<file path="src/rtl/tlb_asid_mmu_pkg.sv">
package tlb_asid_mmu_pkg;

   typedef enum logic [1:0] {
      KIND_LOAD  = 2'd0,
      KIND_STORE = 2'd1,
      KIND_FETCH = 2'd2,
      KIND_RSVD  = 2'd3
   } acc_kind_e;

   localparam logic [5:0] CS_NONE        = 6'd0;
   localparam logic [5:0] CS_I_MISS      = 6'd16;
   localparam logic [5:0] CS_I_MULTI     = 6'd17;
   localparam logic [5:0] CS_I_PRIV      = 6'd18;
   localparam logic [5:0] CS_I_DENY      = 6'd20;
   localparam logic [5:0] CS_D_MISS      = 6'd24;
   localparam logic [5:0] CS_D_MULTI     = 6'd25;
   localparam logic [5:0] CS_D_PRIV      = 6'd26;
   localparam logic [5:0] CS_LOAD_DENY   = 6'd28;
   localparam logic [5:0] CS_STORE_DENY  = 6'd29;

   localparam logic [31:0] RASID_RESET   = 32'h0403_0201;

   // rights vector: [0] read, [1] write, [2] execute
   function automatic logic [2:0] attr_rights(input logic [3:0] attr);
      logic [2:0] r;
      r = 3'b000;
      if (attr < 4'd12) begin
         r[0] = 1'b1;
         r[2] = attr[0];
         r[1] = attr[1];
      end else if (attr == 4'd13) begin
         r = 3'b011;
      end
      return r;
   endfunction

   function automatic logic kind_granted(input logic [1:0] kind, input logic [2:0] rights);
      case (kind)
         KIND_LOAD:  return rights[0];
         KIND_STORE: return rights[1];
         KIND_FETCH: return rights[2];
         default:    return 1'b0;
      endcase
   endfunction

endpackage

</file>
<file path="src/rtl/tlb_ring_find.sv">
module tlb_ring_find #(
   parameter int ASID_W = 8,
   parameter int RINGS  = 4
) (
   input  logic [RINGS*ASID_W-1:0] ring_reg,
   input  logic [ASID_W-1:0]       asid,
   output logic                    found,
   output logic [$clog2(RINGS)-1:0] ring
);
   localparam int RW = $clog2(RINGS);

   always_comb begin
      found = 1'b0;
      ring  = '0;
      for (int i = RINGS - 1; i >= 0; i--) begin
         if (ring_reg[i*ASID_W +: ASID_W] == asid) begin
            found = 1'b1;
            ring  = RW'(i);
         end
      end
   end
endmodule

</file>
<file path="src/rtl/tlb_way.sv">
module tlb_way #(
   parameter int ENTRIES = 4,
   parameter int VPN_W   = 20,
   parameter int ASID_W  = 8,
   parameter int RINGS   = 4
) (
   input  logic                     clk,
   input  logic                     rst,
   input  logic                     we,
   input  logic [VPN_W-1:0]         wr_vpn,
   input  logic [VPN_W-1:0]         wr_ppn,
   input  logic [ASID_W-1:0]        wr_asid,
   input  logic [3:0]               wr_attr,
   input  logic [VPN_W-1:0]         lk_vpn,
   input  logic [RINGS*ASID_W-1:0]  ring_reg,
   output logic                     hit,
   output logic [$clog2(RINGS)-1:0] ring,
   output logic [VPN_W-1:0]         ppn,
   output logic [3:0]               attr
);
   localparam int IDXW = (ENTRIES > 1) ? $clog2(ENTRIES) : 1;

   initial begin
      assert (ENTRIES >= 1 && (ENTRIES & (ENTRIES - 1)) == 0)
         else $error("tlb_way: ENTRIES must be a power of two");
      assert (IDXW < VPN_W) else $error("tlb_way: too many entries");
   end

   logic [VPN_W-1:0]  vpn_q  [ENTRIES];
   logic [VPN_W-1:0]  ppn_q  [ENTRIES];
   logic [ASID_W-1:0] asid_q [ENTRIES];
   logic [3:0]        attr_q [ENTRIES];

   logic [IDXW-1:0] wr_idx, lk_idx;

   generate
      if (ENTRIES > 1) begin : g_idx
         assign wr_idx = wr_vpn[IDXW-1:0];
         assign lk_idx = lk_vpn[IDXW-1:0];
      end else begin : g_single
         assign wr_idx = '0;
         assign lk_idx = '0;
      end
   endgenerate

   always_ff @(posedge clk) begin
      if (rst) begin
         for (int e = 0; e < ENTRIES; e++) asid_q[e] <= '0;
      end else if (we) begin
         asid_q[wr_idx] <= wr_asid;
      end
   end

   always_ff @(posedge clk) begin
      if (we) begin
         vpn_q[wr_idx]  <= wr_vpn;
         ppn_q[wr_idx]  <= wr_ppn;
         attr_q[wr_idx] <= wr_attr;
      end
   end

   logic ring_ok;

   tlb_ring_find #(.ASID_W(ASID_W), .RINGS(RINGS)) u_ring (
      .ring_reg (ring_reg),
      .asid     (asid_q[lk_idx]),
      .found    (ring_ok),
      .ring     (ring)
   );

   assign hit  = (asid_q[lk_idx] != '0) && ring_ok && (vpn_q[lk_idx] == lk_vpn);
   assign ppn  = ppn_q[lk_idx];
   assign attr = attr_q[lk_idx];
endmodule

</file>
<file path="src/rtl/tlb_resolve.sv">
module tlb_resolve
   import tlb_asid_mmu_pkg::*;
#(
   parameter int NUM_WAYS  = 10,
   parameter int VPN_W     = 20,
   parameter int PAGE_BITS = 12,
   parameter int RW        = 2
) (
   input  logic [NUM_WAYS-1:0]            way_hit,
   input  logic [NUM_WAYS-1:0][RW-1:0]    way_ring,
   input  logic [NUM_WAYS-1:0][VPN_W-1:0] way_ppn,
   input  logic [NUM_WAYS-1:0][3:0]       way_attr,
   input  logic [PAGE_BITS-1:0]           offset,
   input  logic [1:0]                     kind,
   input  logic [RW-1:0]                  priv,
   output logic                           hit,
   output logic [5:0]                     cause,
   output logic [RW-1:0]                  ring,
   output logic [2:0]                     rights,
   output logic [VPN_W+PAGE_BITS-1:0]     paddr
);
   localparam int CW = $clog2(NUM_WAYS + 1);

   logic [CW-1:0]    nhits;
   logic [RW-1:0]    sel_ring;
   logic [VPN_W-1:0] sel_ppn;
   logic [3:0]       sel_attr;
   logic             instr;

   always_comb begin
      nhits    = '0;
      sel_ring = '0;
      sel_ppn  = '0;
      sel_attr = '0;
      for (int w = 0; w < NUM_WAYS; w++) begin
         if (way_hit[w]) begin
            nhits    = nhits + CW'(1);
            sel_ring = sel_ring | way_ring[w];
            sel_ppn  = sel_ppn  | way_ppn[w];
            sel_attr = sel_attr | way_attr[w];
         end
      end
   end

   assign instr = (kind == KIND_FETCH);

   always_comb begin
      hit    = 1'b0;
      cause  = CS_NONE;
      rights = 3'b000;
      ring   = sel_ring;
      paddr  = '0;
      if (nhits == '0) begin
         cause = instr ? CS_I_MISS : CS_D_MISS;
      end else if (nhits > CW'(1)) begin
         cause = instr ? CS_I_MULTI : CS_D_MULTI;
      end else begin
         rights = attr_rights(sel_attr);
         if (sel_ring < priv) begin
            cause = instr ? CS_I_PRIV : CS_D_PRIV;
         end else if (!kind_granted(kind, rights)) begin
            cause = instr ? CS_I_DENY :
                    (kind == KIND_LOAD) ? CS_LOAD_DENY : CS_STORE_DENY;
         end else begin
            hit   = 1'b1;
            paddr = {sel_ppn, offset};
         end
      end
   end
endmodule

</file>
<file path="src/rtl/tlb_asid_mmu.sv">
module tlb_asid_mmu
   import tlb_asid_mmu_pkg::*;
#(
   parameter int NUM_WAYS    = 10,
   parameter int BIG_WAYS    = 5,
   parameter int BIG_ENTRIES = 4,
   parameter int MID_WAYS    = 2,
   parameter int MID_ENTRIES = 2,
   parameter int SML_ENTRIES = 1,
   parameter int PAGE_BITS   = 12,
   parameter int RR_WAYS     = 4,
   parameter int WAYW        = $clog2(NUM_WAYS)
) (
   input  logic            clk,
   input  logic            rst,
   input  logic            rasid_we,
   input  logic [31:0]     rasid_wdata,
   input  logic            wr_en,
   input  logic            wr_auto,
   input  logic [WAYW-1:0] wr_way,
   input  logic [31:0]     wr_vaddr,
   input  logic [31:0]     wr_pte,
   output logic [WAYW-1:0] auto_way,
   input  logic [31:0]     pt_base,
   output logic [31:0]     pte_addr,
   input  logic [31:0]     lk_vaddr,
   input  logic [1:0]      lk_kind,
   input  logic [1:0]      lk_priv,
   output logic            lk_hit,
   output logic            lk_fault,
   output logic [5:0]      lk_cause,
   output logic [1:0]      lk_ring,
   output logic [2:0]      lk_rights,
   output logic [31:0]     lk_paddr
);
   localparam int VA_W   = 32;
   localparam int ASID_W = 8;
   localparam int RINGS  = 4;
   localparam int RW     = $clog2(RINGS);
   localparam int VPN_W  = VA_W - PAGE_BITS;
   localparam int RRW    = $clog2(RR_WAYS);

   initial begin
      assert (RINGS * ASID_W == 32) else $error("ring register must be 32 bits");
      assert (PAGE_BITS == 12) else $error("PTE layout assumes 4 KiB pages");
      assert (RR_WAYS <= NUM_WAYS && (RR_WAYS & (RR_WAYS - 1)) == 0)
         else $error("round-robin span must be a power of two within NUM_WAYS");
      assert (BIG_WAYS + MID_WAYS <= NUM_WAYS) else $error("way groups exceed NUM_WAYS");
   end

   // ring register
   logic [31:0] rasid_q;
   always_ff @(posedge clk) begin
      if (rst)           rasid_q <= RASID_RESET;
      else if (rasid_we) rasid_q <= rasid_wdata;
   end

   // round-robin pointer for automatic refill
   logic [RRW-1:0] rr_q;
   always_ff @(posedge clk) begin
      if (rst)                    rr_q <= '0;
      else if (wr_en && wr_auto)  rr_q <= rr_q + RRW'(1);
   end
   assign auto_way = WAYW'(RRW'(rr_q + RRW'(1)));

   // write field extraction
   logic [WAYW-1:0]   tgt_way;
   logic [RW-1:0]     wr_ring;
   logic [ASID_W-1:0] wr_asid;
   logic [5:0]        unused_pte_bits;
   assign tgt_way         = wr_auto ? auto_way : wr_way;
   assign wr_ring         = wr_pte[5:4];
   assign wr_asid         = rasid_q[wr_ring*ASID_W +: ASID_W];
   assign unused_pte_bits = wr_pte[11:6];

   // page-table entry address
   assign pte_addr = (pt_base | (lk_vaddr >> 10)) & ~32'h3;

   logic [NUM_WAYS-1:0]            way_hit;
   logic [NUM_WAYS-1:0][RW-1:0]    way_ring;
   logic [NUM_WAYS-1:0][VPN_W-1:0] way_ppn;
   logic [NUM_WAYS-1:0][3:0]       way_attr;

   generate
      for (genvar w = 0; w < NUM_WAYS; w++) begin : g_way
         localparam int ENT = (w < BIG_WAYS) ? BIG_ENTRIES :
                              (w < BIG_WAYS + MID_WAYS) ? MID_ENTRIES : SML_ENTRIES;
         tlb_way #(.ENTRIES(ENT), .VPN_W(VPN_W), .ASID_W(ASID_W), .RINGS(RINGS)) u_way (
            .clk      (clk),
            .rst      (rst),
            .we       (wr_en && (tgt_way == WAYW'(w))),
            .wr_vpn   (wr_vaddr[VA_W-1:PAGE_BITS]),
            .wr_ppn   (wr_pte[31:PAGE_BITS]),
            .wr_asid  (wr_asid),
            .wr_attr  (wr_pte[3:0]),
            .lk_vpn   (lk_vaddr[VA_W-1:PAGE_BITS]),
            .ring_reg (rasid_q),
            .hit      (way_hit[w]),
            .ring     (way_ring[w]),
            .ppn      (way_ppn[w]),
            .attr     (way_attr[w])
         );
      end
   endgenerate

   tlb_resolve #(.NUM_WAYS(NUM_WAYS), .VPN_W(VPN_W), .PAGE_BITS(PAGE_BITS), .RW(RW)) u_res (
      .way_hit  (way_hit),
      .way_ring (way_ring),
      .way_ppn  (way_ppn),
      .way_attr (way_attr),
      .offset   (lk_vaddr[PAGE_BITS-1:0]),
      .kind     (lk_kind),
      .priv     (lk_priv),
      .hit      (lk_hit),
      .cause    (lk_cause),
      .ring     (lk_ring),
      .rights   (lk_rights),
      .paddr    (lk_paddr)
   );

   assign lk_fault = !lk_hit;
endmodule

</file>
<file path="config.mk">
export PLATFORM = sky130hd
export DESIGN_NAME = tlb_asid_mmu
export DESIGN_NICKNAME = d
export VERILOG_FILES = /design/src/rtl/tlb_asid_mmu_pkg.sv /design/src/rtl/tlb_ring_find.sv /design/src/rtl/tlb_way.sv /design/src/rtl/tlb_resolve.sv /design/src/rtl/tlb_asid_mmu.sv
export SDC_FILE = /design/constraint.sdc
export NUM_CORES = 2
export LEC_CHECK = 0
export ABC_AREA = 1
export BUFFER_PORTS_ARGS = -buffer_cell sky130_fd_sc_hd__buf_2
export CORE_UTILIZATION = 25
export CTS_CLUSTER_DIAMETER = 50
export CTS_CLUSTER_SIZE = 25
export DETAILED_ROUTE_END_ITERATION = 8
export PLACE_DENSITY = 0.42
export SETUP_SLACK_MARGIN = 0.1
export SYNTH_ARGS = -nofsm -noshare
export SYNTH_HDL_FRONTEND = slang
export SYNTH_SLANG_ARGS = --single-unit
export TNS_END_PERCENT = 10
</file>
<file path="constraint.sdc">
create_clock -name clk -period 12.17 [get_ports clk]
set_input_delay 2.434 -clock clk [delete_from_list [all_inputs] [get_ports clk]]
set_output_delay 2.434 -clock clk [all_outputs]
set_load 0.01 [all_outputs]
</file>
==> flow_summary.yaml <==
status:
  status: "finished, final reports clean"
sta:
  hold_viol: 0
  fin_skew_ns: 0.0307
  fin_crit_ns: 11.80
  tightest_slew_ns: 1.35
  fmax_mhz: 84.7
  finalSetupViolations: 0
  slew_headroom_pct: 8.74
  grt_setup_unrepaired: "no"
  fin_crit_sh_pct: 97.0
  slew_viol_final: 0
  fin_ws_ns: 0.368
detailed_routing:
  drc: 0
  wire_per_inst_um: 24.8
  drtAntennaViolNets: 0
  firstDrtPassIters: 6
  vias: 49300
  viasPerCell: 4.74
  first_iter_violations: 4795
  wl_um: 257000
die:
  io_pins: 254
  dieArea_um2: 264000
  core-area_um2: 260000
  start_util_pct: 25.2
  placementRows: 187
  die_y_um: 514
  die_width_um: 514
global_route:
  grt_max_degree: 148
  grt.overflow.total: 0
  antenna_found_initial: 29
  grt_first_pass_wirelength_um: 355000
  grtUsageTotal_pct: 18.9
  grt_pass1_vias: 46100
power:
  leakagePower_nw: 30.0
  p_per_area_nw_per_um2: 152
  ir_worst_vdd_uv: 117
  finalPower_w: 0.0122
synth:
  synth_seq_cells: 1438
  netlist_instances: 6191
  synth-edff-count: 1404
  synth_ff_type: "edfxtp_1"
  syn_area_per_cell_um2: 10.6
  ys_types: 65
  synth_warnings: 0
  synth_area_um2: 65500
  synth_seq_area_share_pct: 65.4
  async_reset_ff_share_pct: 0
cts:
  cts-root-buf: "clkbuf_16"
  cts_sinks: 1438
  htreeDepth: 4
  cts.clk_slew.worst_paths_ns: 0.05
  cts_tree: "yes"
  cts_buffers: 176
  clock_latency_ns: 0.84
  clockBufferDepth: 3
critical_path:
  path_max_fanout: 7
  crit_slowest_cell: "ha_4"
  reg2regPathDepth: 10
  cp.required_ns: 9.74
  crit_path_start_kind: "primary input"
  cp.arrival_ns: 9.37
  critPathKind: "primary input to primary output"
  path_common_cell: "nand2_2"
  end_kind: "primary output"
  cp_slowest_stage_delay_ns: 0.28
final_layout:
  final_nets: 6913
  area_delta_synth_final_pct: 22.3
  drive_gt1_share_pct: 17.7
worst_hold_path:
  min_path_type: "register to register"
  hold_depth: 2
placed_design:
  dpl.hpwl_um: 159000
  io_buffers: 208
  post-place-ws_ns: -0.295
  gp_routability_congestion: 0.900
flow_run:
  cap_violations: 0
-- metrics by stage --
| step | hold WS (ns) | util, % | cells | area [um2] | setup TNS, ns |
|---|---|---|---|---|---|
| final | 0.533 | 30.8 | 10400 | 80100 | 0 |
| after global routing | 0.573 | 30.8 | 10400 | 80100 | 0 |
| after CTS | 0.535 | 30.6 | 10400 | 79500 | 0 |
| after detailed placement | 0.525 | 28.1 | 10000 | 73100 | -9.59 |
| after global placement | 0.502 | 28.1 | 10000 | 73100 | -14.87 |
| after floorplan | 0.476 | - | 6195 | 65500 | 0 |
-- what timing repair did --
item                       4_1_cts  5_1_grt
buffers inserted                 4       14
pin swaps                        2       22
cloned                           2        7
hold buffers                     0        0
gates resized for setup         22       78
setup endpoints to repair       42       42
-- sequential cells by signal, indices dropped and copies added (netlist names) --
register	cells
g_way.u_way.attr_q	108
g_way.u_way.ppn_q	540
rr_q	2
rasid_q	32
g_way.u_way.asid_q	216
g_way.u_way.vpn_q	540
-- worst paths after layout --
check                       start                                    to  slack [ns]
max reg2reg  rr_q[0]$_SDFFE_PP0P_  g_way[4].u_way.vpn_q[3][9]$_DFFE_PP_        8.64
min reg2reg  rr_q[1]$_SDFFE_PP0P_                  rr_q[1]$_SDFFE_PP0P_        0.53
max                  lk_vaddr[12]                          lk_paddr[12]        0.37
min          rr_q[1]$_SDFFE_PP0P_                  rr_q[1]$_SDFFE_PP0P_        0.53
-- cells in the final DEF (no fill, tap or decap), drive strengths merged, types with 29 or more instances in the layout --
cell and count:
nor2 653, inv 276, nor3 35, or2 46, clkinv 102, buf 689
nand4 72, a221oi 86, o21ai 167, clkbuf 193, nor4 29, edfxtp 1404
xnor2 64, nand2 1802, o22ai 43, a21oi 278, nand3 573, dfxtp 34
xor2 142
-- cell type report --
type                       count  area, um2
tap                         3496       4370
timing repair inverter         3       31.3
clock inverter               144       1730
antenna                        6       15.0
timing repair buffer         693       5210
fill                       26600     180000
clock buffer                 189       4480
inverter                     265       1050
multi-input combinational   4154      20400
sequential                  1438      42800
-- cell usage after synthesis, types with 32 or more instances --
library cell / instances / area, um2
xnor2_1: 64 / 561
o21ai_0: 148 / 741
buf_2: 48 / 240
inv_1: 222 / 833
nor2_2: 32 / 200
nand4_1: 71 / 444
a21oi_1: 277 / 1390
nand2_1: 1783 / 6690
clkbuf_1: 176 / 661
o22ai_1: 43 / 269
nand3_1: 557 / 2790
buf_4: 54 / 405
xor2_1: 142 / 1240
or2_2: 41 / 257
dfxtp_1: 34 / 681
nor3_1: 35 / 175
nor2_1: 619 / 2320
edfxtp_1: 1404 / 42200
a221oi_1: 86 / 753
-- worst max-delay path, delay by kind of cell --
kind,cells,cell delay [ns]
simple gates,25,2.65
fa+ha+maj,8,2.03
buf+inv,17,1.80
xor+xnor,1,0.23
compound gates,1,0.11
-- layer usage --
metal	routed length, um	share of wire, %	track usage, %	vias to the layer above
li1	-	-	-	22700
met1	119000	46	26.9	24600
met2	118000	46	30.0	1664
met3	15000	5.8	2.31	305
met4	5410	2.1	4.91	6
met5	30	0.012	0	-
-- cells by family after synthesis --
family | synth area share, %
simple gates | 20.9
flops | 65.4
compound gates | 6.29
buf+inv | 4.22
xor+xnor | 2.76
mux | 0.266
fa+ha+maj | 0.172
other cells | 0.00573
-- power breakdown --
| part | total [W] | leakage, nW | internal (W) | switching [W] |
|---|---|---|---|---|
| Sequential | 0.00553 | 13.2 | 0.00550 | 0.0000229 |
| Combinational | 0.00111 | 13.8 | 0.000321 | 0.000793 |
| Clock | 0.00554 | 2.99 | 0.00319 | 0.00235 |
(Power assumes the default switching activity.)
